File: config.mk
export PLATFORM = sky130hd
export DESIGN_NAME = spi_burst_port
export DESIGN_NICKNAME = d
export VERILOG_FILES = /design/src/rtl/spi_burst_pkg.sv /design/src/rtl/spi_pin_sync.sv /design/src/rtl/spi_byte_engine.sv /design/src/rtl/spi_reg_bank.sv /design/src/rtl/spi_burst_port.sv
export SDC_FILE = /design/constraint.sdc
export NUM_CORES = 1
export LEC_CHECK = 0
export BUFFER_PORTS_ARGS = -buffer_cell sky130_fd_sc_hd__buf_4
export CORE_UTILIZATION = 30
export DETAILED_ROUTE_END_ITERATION = 7
export GPL_TIMING_DRIVEN = 0
export PLACE_DENSITY = 0.46
export SYNTH_ARGS = -nofsm -noshare
export SYNTH_HDL_FRONTEND = slang
export SYNTH_SLANG_ARGS = --single-unit
File: constraint.sdc
create_clock -name clk -period 2.74 [get_ports clk]
set_input_delay 0.548 -clock clk [delete_from_list [all_inputs] [get_ports clk]]
set_output_delay 0.548 -clock clk [all_outputs]
set_load 0.02 [all_outputs]
File: src/rtl/spi_burst_pkg.sv
package spi_burst_pkg;
  localparam int ADDR_W    = 5;
  localparam int DATA_W    = 8;
  localparam int NCH       = 2;
  localparam int WORD_W    = 2 * DATA_W;
  localparam int LAST_ADDR = 21;
  localparam int STAT_ADDR = 2 * NCH;
  localparam int CTRL_BASE = STAT_ADDR + 1;
  localparam int SCR_BASE  = CTRL_BASE + NCH;
  localparam int SCR_N     = LAST_ADDR - SCR_BASE + 1;

  typedef logic [ADDR_W-1:0] addr_t;
  typedef logic [DATA_W-1:0] byte_t;

  function automatic addr_t hi_addr(input int ch);
    return addr_t'(2 * ch);
  endfunction

  function automatic addr_t lo_addr(input int ch);
    return addr_t'(2 * ch + 1);
  endfunction

  // Sequential pointer advance: wrap past the top, skip short-mode high regs.
  function automatic addr_t next_addr(input addr_t cur, input logic [NCH-1:0] short_mode);
    addr_t n;
    n = (int'(cur) >= LAST_ADDR) ? '0 : cur + addr_t'(1);
    for (int c = 0; c < NCH; c++) begin
      if (short_mode[c] && n == hi_addr(c)) n = n + addr_t'(1);
    end
    return n;
  endfunction
endpackage

File: src/rtl/spi_pin_sync.sv
module spi_pin_sync #(
  parameter int          W      = 3,
  parameter int          STAGES = 2,
  parameter logic [W-1:0] INIT  = '0
) (
  input  logic         clk,
  input  logic         rst_n,
  input  logic [W-1:0] d,
  output logic [W-1:0] q,
  output logic [W-1:0] rise,
  output logic [W-1:0] fall
);
  for (genvar b = 0; b < W; b++) begin : g_bit
    logic [STAGES:0] chain;
    always_ff @(posedge clk or negedge rst_n) begin
      if (!rst_n) chain <= {(STAGES+1){INIT[b]}};
      else        chain <= {chain[STAGES-1:0], d[b]};
    end
    assign q[b]    = chain[STAGES-1];
    assign rise[b] = chain[STAGES-1] & ~chain[STAGES];
    assign fall[b] = ~chain[STAGES-1] & chain[STAGES];
  end
endmodule

File: src/rtl/spi_byte_engine.sv
module spi_byte_engine
  import spi_burst_pkg::*;
(
  input  logic  clk,
  input  logic  rst_n,
  input  logic  cs_act,
  input  logic  sclk_rise,
  input  logic  sclk_fall,
  input  logic  mosi_s,
  input  logic  load,
  input  byte_t load_byte,
  output logic  byte_done,
  output byte_t rx_byte,
  output logic  miso_bit
);
  localparam int CNT_W = $clog2(DATA_W);

  logic [CNT_W-1:0] bit_cnt;
  byte_t            rx_sh;
  byte_t            tx_sh;

  // capture on rising SCLK; byte boundary after DATA_W bits.
  // leaving the CS window clears the partial byte.
  always_ff @(posedge clk or negedge rst_n) begin
    if (!rst_n) begin
      bit_cnt   <= '0;
      rx_sh     <= '0;
      rx_byte   <= '0;
      byte_done <= 1'b0;
    end else if (!cs_act) begin
      bit_cnt   <= '0;
      byte_done <= 1'b0;
    end else begin
      byte_done <= 1'b0;
      if (sclk_rise) begin
        rx_sh <= {rx_sh[DATA_W-2:0], mosi_s};
        if (bit_cnt == CNT_W'(DATA_W - 1)) begin
          bit_cnt   <= '0;
          rx_byte   <= {rx_sh[DATA_W-2:0], mosi_s};
          byte_done <= 1'b1;
        end else begin
          bit_cnt <= bit_cnt + CNT_W'(1);
        end
      end
    end
  end

  // shift out on falling SCLK, except on the falling edge at a byte boundary.
  always_ff @(posedge clk or negedge rst_n) begin
    if (!rst_n)                         tx_sh <= '0;
    else if (load)                      tx_sh <= load_byte;
    else if (sclk_fall && bit_cnt != '0) tx_sh <= {tx_sh[DATA_W-2:0], 1'b0};
  end

  // quiet line outside the window.
  assign miso_bit = cs_act & tx_sh[DATA_W-1];

  assert_abort_clears_R10: assert property (@(posedge clk) disable iff (!rst_n)
    !cs_act |=> (bit_cnt == '0 && !byte_done));
  assert_done_after_rise_R1: assert property (@(posedge clk) disable iff (!rst_n)
    byte_done |-> $past(sclk_rise));
endmodule

File: src/rtl/spi_reg_bank.sv
module spi_reg_bank
  import spi_burst_pkg::*;
(
  input  logic                  clk,
  input  logic                  rst_n,
  input  logic                  snap,
  input  byte_t                 status_i,
  input  logic [NCH-1:0][WORD_W-1:0] rx_head_i,
  input  logic                  wr_en,
  input  addr_t                 wr_addr,
  input  byte_t                 wr_data,
  input  addr_t                 rd_addr,
  output byte_t                 rd_data,
  output logic [NCH-1:0]        short_mode,
  output logic [NCH-1:0]        tx_push,
  output logic [NCH-1:0][WORD_W-1:0] tx_word
);
  byte_t snap_q;
  byte_t hold_q [NCH];
  byte_t ctrl_q [NCH];
  byte_t scr_q  [SCR_N];

  // status captured only at the start of a window.
  always_ff @(posedge clk or negedge rst_n) begin
    if (!rst_n)    snap_q <= '0;
    else if (snap) snap_q <= status_i;
  end

  for (genvar c = 0; c < NCH; c++) begin : g_ch
    always_ff @(posedge clk or negedge rst_n) begin
      if (!rst_n) begin
        hold_q[c] <= '0;
        ctrl_q[c] <= '0;
      end else if (wr_en) begin
        if (wr_addr == hi_addr(c))               hold_q[c] <= wr_data;
        if (wr_addr == addr_t'(CTRL_BASE + c))   ctrl_q[c] <= wr_data;
      end
    end
    assign short_mode[c] = ctrl_q[c][0];
    // low-register write pushes the assembled word.
    assign tx_push[c] = wr_en && (wr_addr == lo_addr(c));
    assign tx_word[c] = {hold_q[c], wr_data};
  end

  for (genvar i = 0; i < SCR_N; i++) begin : g_scr
    always_ff @(posedge clk or negedge rst_n) begin
      if (!rst_n)                                        scr_q[i] <= '0;
      else if (wr_en && wr_addr == addr_t'(SCR_BASE + i)) scr_q[i] <= wr_data;
    end
  end

  // read map; unmapped addresses return zero.
  always_comb begin
    rd_data = '0;
    for (int c = 0; c < NCH; c++) begin
      if (rd_addr == hi_addr(c))             rd_data = rx_head_i[c][WORD_W-1:DATA_W];
      if (rd_addr == lo_addr(c))             rd_data = rx_head_i[c][DATA_W-1:0];
      if (rd_addr == addr_t'(CTRL_BASE + c)) rd_data = ctrl_q[c];
    end
    if (rd_addr == addr_t'(STAT_ADDR)) rd_data = snap_q;
    for (int i = 0; i < SCR_N; i++) begin
      if (rd_addr == addr_t'(SCR_BASE + i)) rd_data = scr_q[i];
    end
  end

  assert_snap_hold_R7: assert property (@(posedge clk) disable iff (!rst_n)
    !snap |=> $stable(snap_q));
endmodule

File: src/rtl/spi_burst_port.sv
module spi_burst_port
  import spi_burst_pkg::*;
(
  input  logic                  clk,
  input  logic                  rst_n,
  input  logic                  sclk,
  input  logic                  mosi,
  input  logic                  cs_n,
  output logic                  miso,
  input  logic [7:0]            status_i,
  input  logic [1:0][15:0]      rx_head_i,
  output logic [1:0]            rx_pop_o,
  output logic [1:0]            tx_push_o,
  output logic [1:0][15:0]      tx_word_o
);
  logic [2:0] pin_q, pin_rise, pin_fall;
  logic       cs_act, cs_fall_evt, sclk_rise, sclk_fall, mosi_s;

  spi_pin_sync #(.W(3), .STAGES(2), .INIT(3'b100)) u_sync (
    .clk(clk), .rst_n(rst_n), .d({cs_n, mosi, sclk}),
    .q(pin_q), .rise(pin_rise), .fall(pin_fall)
  );

  assign cs_act      = ~pin_q[2];
  assign cs_fall_evt = pin_fall[2];
  assign mosi_s      = pin_q[1];
  assign sclk_rise   = pin_rise[0];
  assign sclk_fall   = pin_fall[0];

  logic  byte_done, reload, in_cmd, wr_mode;
  byte_t rx_byte, rd_data;
  addr_t ptr;
  logic  [NCH-1:0] short_mode;

  spi_byte_engine u_eng (
    .clk(clk), .rst_n(rst_n), .cs_act(cs_act),
    .sclk_rise(sclk_rise), .sclk_fall(sclk_fall), .mosi_s(mosi_s),
    .load(reload), .load_byte(rd_data),
    .byte_done(byte_done), .rx_byte(rx_byte), .miso_bit(miso)
  );

  // Named events for assertions.
  logic cmd_evt, data_evt, data_wr;
  assign cmd_evt  = byte_done &  in_cmd;
  assign data_evt = byte_done & ~in_cmd;
  assign data_wr  = data_evt & wr_mode;

  // command decode and pointer advance.
  always_ff @(posedge clk or negedge rst_n) begin
    if (!rst_n) begin
      ptr     <= '0;
      in_cmd  <= 1'b0;
      wr_mode <= 1'b0;
      reload  <= 1'b0;
    end else begin
      reload <= cs_fall_evt | byte_done;
      if (cs_fall_evt) in_cmd <= 1'b1;
      else if (cmd_evt) begin
        in_cmd  <= 1'b0;
        wr_mode <= rx_byte[DATA_W-1];
        ptr     <= rx_byte[ADDR_W-1:0];
      end else if (data_evt) begin
        ptr <= next_addr(ptr, short_mode);
      end
    end
  end

  spi_reg_bank u_bank (
    .clk(clk), .rst_n(rst_n), .snap(cs_fall_evt), .status_i(status_i),
    .rx_head_i(rx_head_i), .wr_en(data_wr), .wr_addr(ptr), .wr_data(rx_byte),
    .rd_addr(ptr), .rd_data(rd_data), .short_mode(short_mode),
    .tx_push(tx_push_o), .tx_word(tx_word_o)
  );

  // pop on any data-byte access to a channel low register.
  for (genvar c = 0; c < NCH; c++) begin : g_pop
    assign rx_pop_o[c] = data_evt && (ptr == lo_addr(c));
    assert_push_with_pop_R11: assert property (@(posedge clk) disable iff (!rst_n)
      tx_push_o[c] |-> rx_pop_o[c]);
  end

  assert_pop_onehot_R8: assert property (@(posedge clk) disable iff (!rst_n)
    $onehot0(rx_pop_o));
  assert_ptr_wrap_R3: assert property (@(posedge clk) disable iff (!rst_n)
    (data_evt && ptr == addr_t'(LAST_ADDR) && !short_mode[0]) |=> ptr == '0);
  assert_skip_high_R9: assert property (@(posedge clk) disable iff (!rst_n)
    (data_evt && ptr == addr_t'(1) && short_mode[1]) |=> ptr == addr_t'(3));
  assert_idle_quiet_R12: assert property (@(posedge clk) disable iff (!rst_n)
    (!cs_act && !$past(cs_act)) |-> !miso);
endmodule

==> results of run 1 <==
==> final cells by class <==
class	count	area [um^2]
well taps	455	569
diodes	1	2.50
multi-input cells	675	5510
flip-flops and latches	203	5090
inverters	26	104
fillers	3473	21200
repair buffers	121	966
clock inverters	13	98.8
clock buffers	33	676
plain buffers	78	532
==> critical path, cell delays in order (launching register included) <==
cell and delay, ns:
dfrtp_2 0.42, buf_6 0.14, buf_2 0.19, or2_2 0.41
mux2i_4 0.31, or2_4 0.20, o22a_1 0.22, ha_4 0.16
nand3_4 0.08, a211o_1 0.32, o41ai_2 0.34, a211oi_1 0.07
==> registers in the layout, summed over array words and instances (netlist names) <==
signal	flops
u_sync.g_bit.chain	8
u_eng.bit_cnt	3
u_bank.ctrl_q	14
u_eng.rx_sh	7
u_eng.tx_sh	8
in_cmd	1
reload	1
u_bank.tx_word	16
ptr	5
u_bank.scr_q	120
u_eng.rx_byte	8
u_eng.byte_done	1
u_bank.snap_q	8
wr_mode	1
u_bank.short_mode	2
==> worst paths after layout <==
kind	startpoint	end	slack, ns	depth (start not counted)
setup / recovery	ptr[3]	ptr[1]	-0.25	11
hold / removal	mosi	u_sync.g_bit[1].chain[0]	0.13	1
setup reg to reg	ptr[3]	ptr[1]	-0.25	11
hold reg to reg	u_sync.g_bit[1].chain[0]	u_sync.g_bit[1].chain[1]	0.35	0
max in group asynchronous	rst_n	u_bank.scr_q[33]	1.09	4
min in group asynchronous	rst_n	u_bank.tx_word[28]	0.47	2
==> routing by layer <==
layer  vias up  GRT usage, %  wire length [um]
li1       3879             -                 -
met1      4480          31.6             18400
met5         -             0                 0
met4         0          4.52               776
met2       236          34.9             18300
met3        43          2.56              1930
==> synthesized netlist by cell type (13+ instances only) <==
| cell | instances |
|---|---|
| nand3_1 | 14 |
| a21oi_1 | 36 |
| mux2i_1 | 13 |
| dfrtp_1 | 200 |
| clkbuf_1 | 48 |
| o22ai_1 | 13 |
| buf_2 | 17 |
| o21ai_0 | 45 |
| buf_4 | 13 |
| mux2_2 | 165 |
| nor2_1 | 56 |
| nor3_1 | 22 |
| nor2b_1 | 13 |
| nand2_1 | 99 |
| inv_1 | 25 |
==> logic make-up after synthesis <==
group	count (synthesis)
fa+ha+maj	12
buf+inv	110
flops	203
xor+xnor	1
mux	178
compound gates	199
simple gates	285
==> report_power, final <==
group          internal [mW]  switching, mW  leakage [nW]
registers               3.08         0.0584          2.75
logic                  0.152          0.169          3.16
clock network           1.83           1.34         0.384
total                   5.07           1.57          6.30
==> stage by stage <==
step	instance area (um^2)	instances	util, %	total power [mW]	setup TNS (ns)
2_1_floorplan	10700	988	-	3.32	-0.0920
3_3_place_gp	11900	1524	34.2	3.50	-120.43
3_5_place_dp	11900	1526	34.4	3.51	-22.10
4_1_cts	13300	1595	38.4	6.72	-0.661
5_1_grt	13500	1604	39.0	6.90	-1.75
6_report	13500	1605	39.0	6.64	-0.733
==> layout by cell type (no fill, tap or decap), drive strengths merged, types with 4 or more instances in the layout <==
master	synthesis	routed
mux2	165	165
a21oi	36	36
and4bb	4	4
o211ai	10	10
nor2	59	59
buf	33	153
nor2b	13	13
nand4bb	7	7
and3	9	9
a31oi	7	7
or2	4	4
nor4bb	6	6
nand2b	10	10
o2111ai	5	5
a22oi	8	8
ha	12	12
nand3	14	14
a211o	4	4
nand2	99	99
mux2i	13	13
nor3	22	22
a21boi	5	5
clkinv	0	9
o221ai	7	7
and2	4	4
o32ai	7	7
o21ai	46	46
o22ai	13	13
a221oi	4	4
dfrtp	200	200
a211oi	7	7
a2bb2oi	5	5
clkbuf	51	78
inv	26	26
nand4	4	4
nand4b	5	5
or4b	4	4
==> what timing repair did <==
action                                  in CTS  in global routing
resized for setup                          104                 44
endpoints found under the setup margin     135                102
pin swaps                                   20                 29
buffers inserted                            25                 13
hold endpoints to repair                    36                  0
hold buffers                                 1                  0
==> results.toml, run 1 <==
[synth]
synth_edf_count = 0
synthFlopType = "dfrtp_1"
synth_top_area_share_pct = 47.1
synth.area.mux_share_pct = 18.7
synth.distinct_cells = 82
seq_area_frac_synth_pct = 47.9
syn-num-nets = 1045
synthAdderAreaFrac_pct = 1.41
synth_top_family_by_area = "multiplexers"
yosysWarnings = 0
netlist_area_mm2 = 0.0106
ys_seq_elements = 203
ys_top_cells_by_area = "dfrtp_1 (47%), mux2_2 (17%), nand2_1 (3.5%)"
yosysTopAreaCell = "dfrtp_1"
synthArstFlopShare_pct = 100
synthXorXnorAreaFrac_pct = 0.0825
synth_area_per_cell_um2 = 10.7
syn_inst = 988
synth-simple-area-share_pct = 14.3
synth-compound-area-share_pct = 12.9

[worst_setup_path]
worst-path-max-fanout = 10
worst_setup_path_start_kind = "register"
path_class = "register to register"
crit_path_end_kind = "register"
required_ns = 3.15
crit_arrival_ns = 3.39

[timing]
tightestPinTransition_ns = 1.13
drv_slew = 0
hold_viol = 0
finClkSkew_ns = 0.00780
whs_ns = 0.125
setup_violations = 9
post-route-period-util_pct = 109
rsz0062_at_grt = "yes"
fmax_ghz = 0.335
slew-limit-headroom_pct = 24.6
setup_ws_ns = -0.246
finalCriticalPeriod_ns = 2.99

[drt]
wire_per_inst_um = 24.5
vias = 8638
via_per_inst = 5.38
drt-total-wl_mm = 39.4
drtPass1Iterations = 5
drc = 0
drt-initial-drc-count = 630
ant_nets = 0

[cts]
cts_max_path_buffers = 3
cts-htree-levels = 1
numCtsBuffers = 25
cts.sinks = 203
cts_tree = "done"
insertion_delay_ns = 0.53
root_buffer = "clkbuf_16"
clkSlewWorstSetupHoldPaths_ns = 0.06

[power]
peakVddDrop_mv = 0.416
cellLeakagePower_nw = 6.30
p_per_area_mw_per_mm2 = 490

[floorplan]
rows = 68
start_util_pct = 30.6
die_y_um = 190
fp.dieW_um = 190
die-area_mm2 = 0.0362
io_pins = 82
coreArea_mm2 = 0.0347

[place]
place_congestion = 0.907
port_buffers = 81
dp.final_hpwl_mm = 27.7
preCtsSetupSlack_ns = -0.814

[finish]
area_growth_syn_to_layout_pct = 27.6
nets = 1187
drive_above_1_share_pct = 41.0

[global_routing]
grt_pass1_wl_mm = 58.1
grt-ovfl-total = 0
grt_max_degree = 104
antenna_found_initial = 2
grt.total_usage_pct = 21.9
grt_pass1_vias = 8522

[worst_hold_path]
worst_hold_path_type = "input port to register"

[status]
status = "finished with violations"
failed_checks = "negative setup slack"

[run]
max_cap_viol_count = 0
Note: power is estimated with default switching activity, not from simulation.
==> run 2: changes to the inputs <==
- SYNTH_HIERARCHICAL: not set -> 1
==> results.toml, run 2 <==
[status]
status = "finished with violations"
failed_checks = "negative setup slack"

[worst_setup_path]
cp_cell_sequence = "buf_8, inv_4, ha_4, nor4_4, nor2_2, a21oi_2, inv_2, ha_4, nand2_4, or3_4, a2bb2oi_2, and3_4, inv_2, ha_4, and3_4, and3_4, a221oi_2, a221o_1"
crit_path_end_kind = "register"
path_class = "register to register"
critPathBufInv = 4
required_ns = 3.13
worst_setup_path_start_kind = "register"
cpMaxStageDelayCell = "dfrtp_2"
worst-path-max-fanout = 4
cp_slowest_stage_delay_ns = 0.42
crit_arrival_ns = 3.41
crit_family = "simple AND/OR/NAND/NOR gates"

[global_routing]
grt-ovfl-total = 0
grt.total_usage_pct = 21.0
antenna_found_initial = 4
grt_pass1_vias = 8364
grt_pass1_wl_mm = 55.7
grt_max_degree = 81

[place]
dp.final_hpwl_mm = 26.5
place_congestion = 0.936
placed_cell_area_mm2 = 0.0119
port_buffers = 81

[floorplan]
io_pins = 82
start_util_pct = 30.6
die-area_mm2 = 0.0361
rows = 68
fp.dieW_um = 190
coreArea_mm2 = 0.0347
die_y_um = 190

[drt]
drc = 0
via_per_inst = 5.40
wire_per_inst_um = 25.0
drtPass1Iterations = 5
drt-initial-drc-count = 556
ant_nets = 0
drt-total-wl_mm = 37.6
vias = 8119

[cts]
numCtsBuffers = 25
insertion_delay_ns = 0.54
cts_max_path_buffers = 3
cts-htree-levels = 1
clkSlewWorstSetupHoldPaths_ns = 0.06
cts_tree = "done"
cts.sinks = 203
root_buffer = "clkbuf_16"

[power]
cellLeakagePower_nw = 6.08
p_per_area_mw_per_mm2 = 501
internal_power_mw = 5.01
peakVddDrop_mv = 0.344
seqPwrFrac_pct = 48.0
p_sw_share_pct = 23.5
p_clk_share_pct = 46.9
switching_power_mw = 1.54
comb_power_share_pct = 5.0

[timing]
hold_viol = 0
setup_violations = 3
fmax_ghz = 0.331
finalCriticalPeriod_ns = 3.02
rsz0062_at_grt = "yes"
drv_slew = 0
tightestPinTransition_ns = 0.990
slew-limit-headroom_pct = 34.0
whs_ns = 0.118
finClkSkew_ns = 0.0304
post-route-period-util_pct = 110
setup_ws_ns = -0.279

[synth]
netlist_area_mm2 = 0.0106
yosysWarnings = 6
syn-num-nets = 953
synth_area_per_cell_um2 = 11.8
syn_inst = 899

[finish]
area_growth_syn_to_layout_pct = 23.3
diodes = 0
regMostFlops = "u_bank/scr_q"
final_area_mm2 = 0.0131
drive_above_1_share_pct = 45.7
final_cell_mix = "dfrtp_1 (195), mux2_2 (184), buf_4 (131)"
nets = 1084
layout_commonest_cell = "dfrtp_1"
largest_reg_flops = 120
final_util_pct = 37.7

[run]
max_cap_viol_count = 0

[worst_hold_path]
worst_hold_path_type = "input port to register"
-- run 2: path summary, 6_finish.rpt --
kind	startpoint	end	slack [ns]	depth (start not counted)
setup reg to reg	ptr[1]	ptr[1]	-0.28	18
min in group asynchronous	rst_n	u_bank/scr_q[7]	0.53	2
hold / removal	sclk	u_sync/g_bit[0].chain[0]	0.12	1
max in group asynchronous	rst_n	u_bank/tx_word[15]	1.10	4
setup / recovery	ptr[1]	ptr[1]	-0.28	18
hold reg to reg	u_sync/g_bit[1].chain[0]	u_sync/g_bit[1].chain[1]	0.35	0
-- run 2: metrics by stage --
stage / setup WS, ns / power, mW / TNS [ns] / instances
floorplan: -0.333 / 3.33 / -0.634 / 899
global placement: -0.836 / 3.51 / -105.23 / 1435
detailed placement: -0.833 / 3.52 / -3.80 / 1437
CTS: -0.249 / 6.64 / -0.583 / 1500
global route: -0.407 / 6.81 / -1.06 / 1503
finish: -0.279 / 6.55 / -0.713 / 1503
-- run 2: routing by layer --
metal	vias to the layer above	routed length [um]	GRT usage (%)
li1	3565	-	-
met1	4148	16500	27.8
met5	-	22	0
met4	4	1670	8.75
met3	89	2620	4.57
met2	313	16800	32.8
-- run 2: worst register-to-register path, cell delays in order (launching register included) --
cell	delay [ns]
dfrtp_2	0.42
buf_8	0.13
inv_4	0.04
ha_4	0.14
nor4_4	0.05
nor2_2	0.15
a21oi_2	0.09
inv_2	0.09
ha_4	0.15
nand2_4	0.05
or3_4	0.33
a2bb2oi_2	0.14
and3_4	0.18
inv_2	0.06
ha_4	0.13
and3_4	0.17
and3_4	0.19
a221oi_2	0.05
a221o_1	0.33
-- run 2: layout make-up --
cell class                 instances  area (um^2)
buffer                            86          569
clock buffer                      33          686
clock inverter                    12         72.6
fill                            3484        21600
inverter                          17         71.3
multi-input combinational        591         5180
sequential                       203         5090
tap                              455          569
timing repair buffer             106          850
-- run 2: power by group through the flow --
stage          registers (mW)  logic, mW  clock network [mW]
2_1_floorplan            3.17      0.155                   0
3_3_place_gp             3.20      0.313                   0
3_5_place_dp             3.20      0.325                   0
4_1_cts                  3.15      0.331                3.16
5_1_grt                  3.16      0.362                3.29
6_report                 3.15      0.330                3.07
-- run 2: repair_timing --
action                                  in CTS  in global routing
setup buffers                               18                  4
endpoints found under the setup margin      15                 13
hold buffers                                 1                  0
pin swaps                                   11                 10
endpoints found under the hold margin       49                  0
resized for setup                           31                 34
==> run 3: changes to the inputs <==
- CORE_UTILIZATION: 30 -> 37
- PLACE_DENSITY: 0.46 -> 0.54
==> results.toml, run 3 (synthesized netlist as in run 2, its figures left out) <==
[status]
status = "finished with violations"
failed_checks = "negative setup slack"

[timing]
hold_viol = 0
finClkSkew_ns = 0.0130
finalCriticalPeriod_ns = 3.03
whs_ns = 0.0193
drv_slew = 0
slew-limit-headroom_pct = 31.8
rsz0062_at_grt = "yes"
timing.setup.tns_ns = -0.707
setup_ws_ns = -0.286
fmax_ghz = 0.330
setup_violations = 3
tightestPinTransition_ns = 1.02
post-route-period-util_pct = 110

[drt]
via_per_inst = 5.71
drt-initial-drc-count = 761
vias = 8084
ant_nets = 0
drc = 0
drtPass1Iterations = 5
drt-total-wl_mm = 35.4
wire_per_inst_um = 25.0

[worst_setup_path]
path_class = "register to register"
worst-path-max-fanout = 4
crit_path_end_kind = "register"
cpMaxStageDelayCell = "dfrtp_2"
worst_setup_path_start_kind = "register"
critPathBufInv = 4
crit_arrival_ns = 3.41
required_ns = 3.13
cp_slowest_stage_delay_ns = 0.42
cp_cell_sequence = "buf_8, inv_4, ha_4, nor4_2, nor2_1, a21oi_2, inv_2, ha_4, nand2_4, or3_4, a2bb2oi_2, and3_4, inv_4, ha_4, and3_4, and3_4, a221oi_2, a221o_1"
crit_family = "simple AND/OR/NAND/NOR gates"

[place]
port_buffers = 81
dp.final_hpwl_mm = 24.3
dpl.cell_count = 1359
place_congestion = 0.972

[power]
p_per_area_mw_per_mm2 = 529
totalPowerFinal_mw = 6.85
peakVddDrop_mv = 0.351
cellLeakagePower_nw = 6.05

[floorplan]
io_pins = 82
die-area_mm2 = 0.0294
coreArea_mm2 = 0.0280
fp.dieW_um = 171
rows = 61
start_util_pct = 37.9
die_y_um = 171

[cts]
root_buffer = "clkbuf_16"
ctsHoldBuffers = 0
cts-htree-levels = 1
clkSlewWorstSetupHoldPaths_ns = 0.06
insertion_delay_ns = 0.53
numCtsBuffers = 23
cts.sinks = 203
cts_max_path_buffers = 3
cts_tree = "done"

[finish]
layout_commonest_cell = "dfrtp_1"
final_util_pct = 46.2
regMostFlops = "u_bank/scr_q"
diodes = 0
nets = 1076
largest_reg_flops = 120
final_cell_mix = "dfrtp_1 (195), mux2_2 (184), buf_4 (126)"
fillers = 2611
drive_above_1_share_pct = 44.9
stdcell_count = 1417
area_growth_syn_to_layout_pct = 21.9

[run]
max_cap_viol_count = 0

[global_routing]
grt-ovfl-total = 0
grt_pass1_vias = 8039
grt_pass1_wl_mm = 52.3
grt.total_usage_pct = 24.6
grt_max_degree = 116
antenna_found_initial = 0

[worst_hold_path]
worst_hold_path_type = "input port to async pin"
-- run 3: cell types whose count changed in the layout (fill, tap and decap cells not counted), sizes merged, moves of 3 or more --
cell / delta
buf: -3
bufinv: +4
clkbuf: -3
clkinv: -6
-- run 3: final timing paths --
path,start,endpoint,slack (ns),cells after the start
min,rst_n,u_bank/scr_q[78],0.02,1
max,ptr[1],ptr[1],-0.29,18
min reg2reg,u_sync/g_bit[0].chain[0],u_sync/g_bit[0].chain[1],0.35,0
max reg2reg,ptr[1],ptr[1],-0.29,18
max in group asynchronous,rst_n,u_bank/scr_q[116],1.65,2
min in group clk,sclk,u_sync/g_bit[0].chain[0],0.13,1
-- run 3: timing repair --
action,in CTS,in global routing
pin swaps,7,9
gates resized for setup,26,28
setup endpoints to repair,14,19
buffers inserted,15,3
gates cloned,0,0
-- run 3: layout make-up --
class | instances | area, um^2 | share of cell area, %
Timing Repair Buffer | 100 | 782 | 6.04
Inverter | 17 | 70.1 | 0.542
Tap cell | 378 | 473 | 3.66
Buffer | 86 | 557 | 4.30
Clock inverter | 10 | 170 | 1.32
Multi-Input combinational cell | 591 | 5130 | 39.6
Sequential cell | 203 | 5090 | 39.3
Clock buffer | 32 | 669 | 5.17
-- run 3: metal layers --
layer	vias to the layer above	GRT usage, %	part of all wire (%)
met5	-	0	0
met2	304	37.8	45
met3	79	4.30	6.4
li1	3538	-	-
met4	0	9.05	4.2
met1	4163	34.6	45
-- run 3: per-stage QoR --
stage | cell area, um^2 | setup WS [ns]
after global placement | 11700 | -0.895
final | 12900 | -0.286
after CTS | 12800 | -0.321
after detailed placement | 11800 | -0.880
after global routing | 12900 | -0.369
after floorplan | 10700 | -0.333
-- run 3: power by group --
group | internal (mW) | total, mW | switching [mW] | leakage, nW
combinational | 0.158 | 0.314 | 0.156 | 2.89
clock | 2.09 | 3.39 | 1.30 | 0.408
sequential | 3.09 | 3.14 | 0.0578 | 2.76
total | 5.34 | 6.85 | 1.51 | 6.05
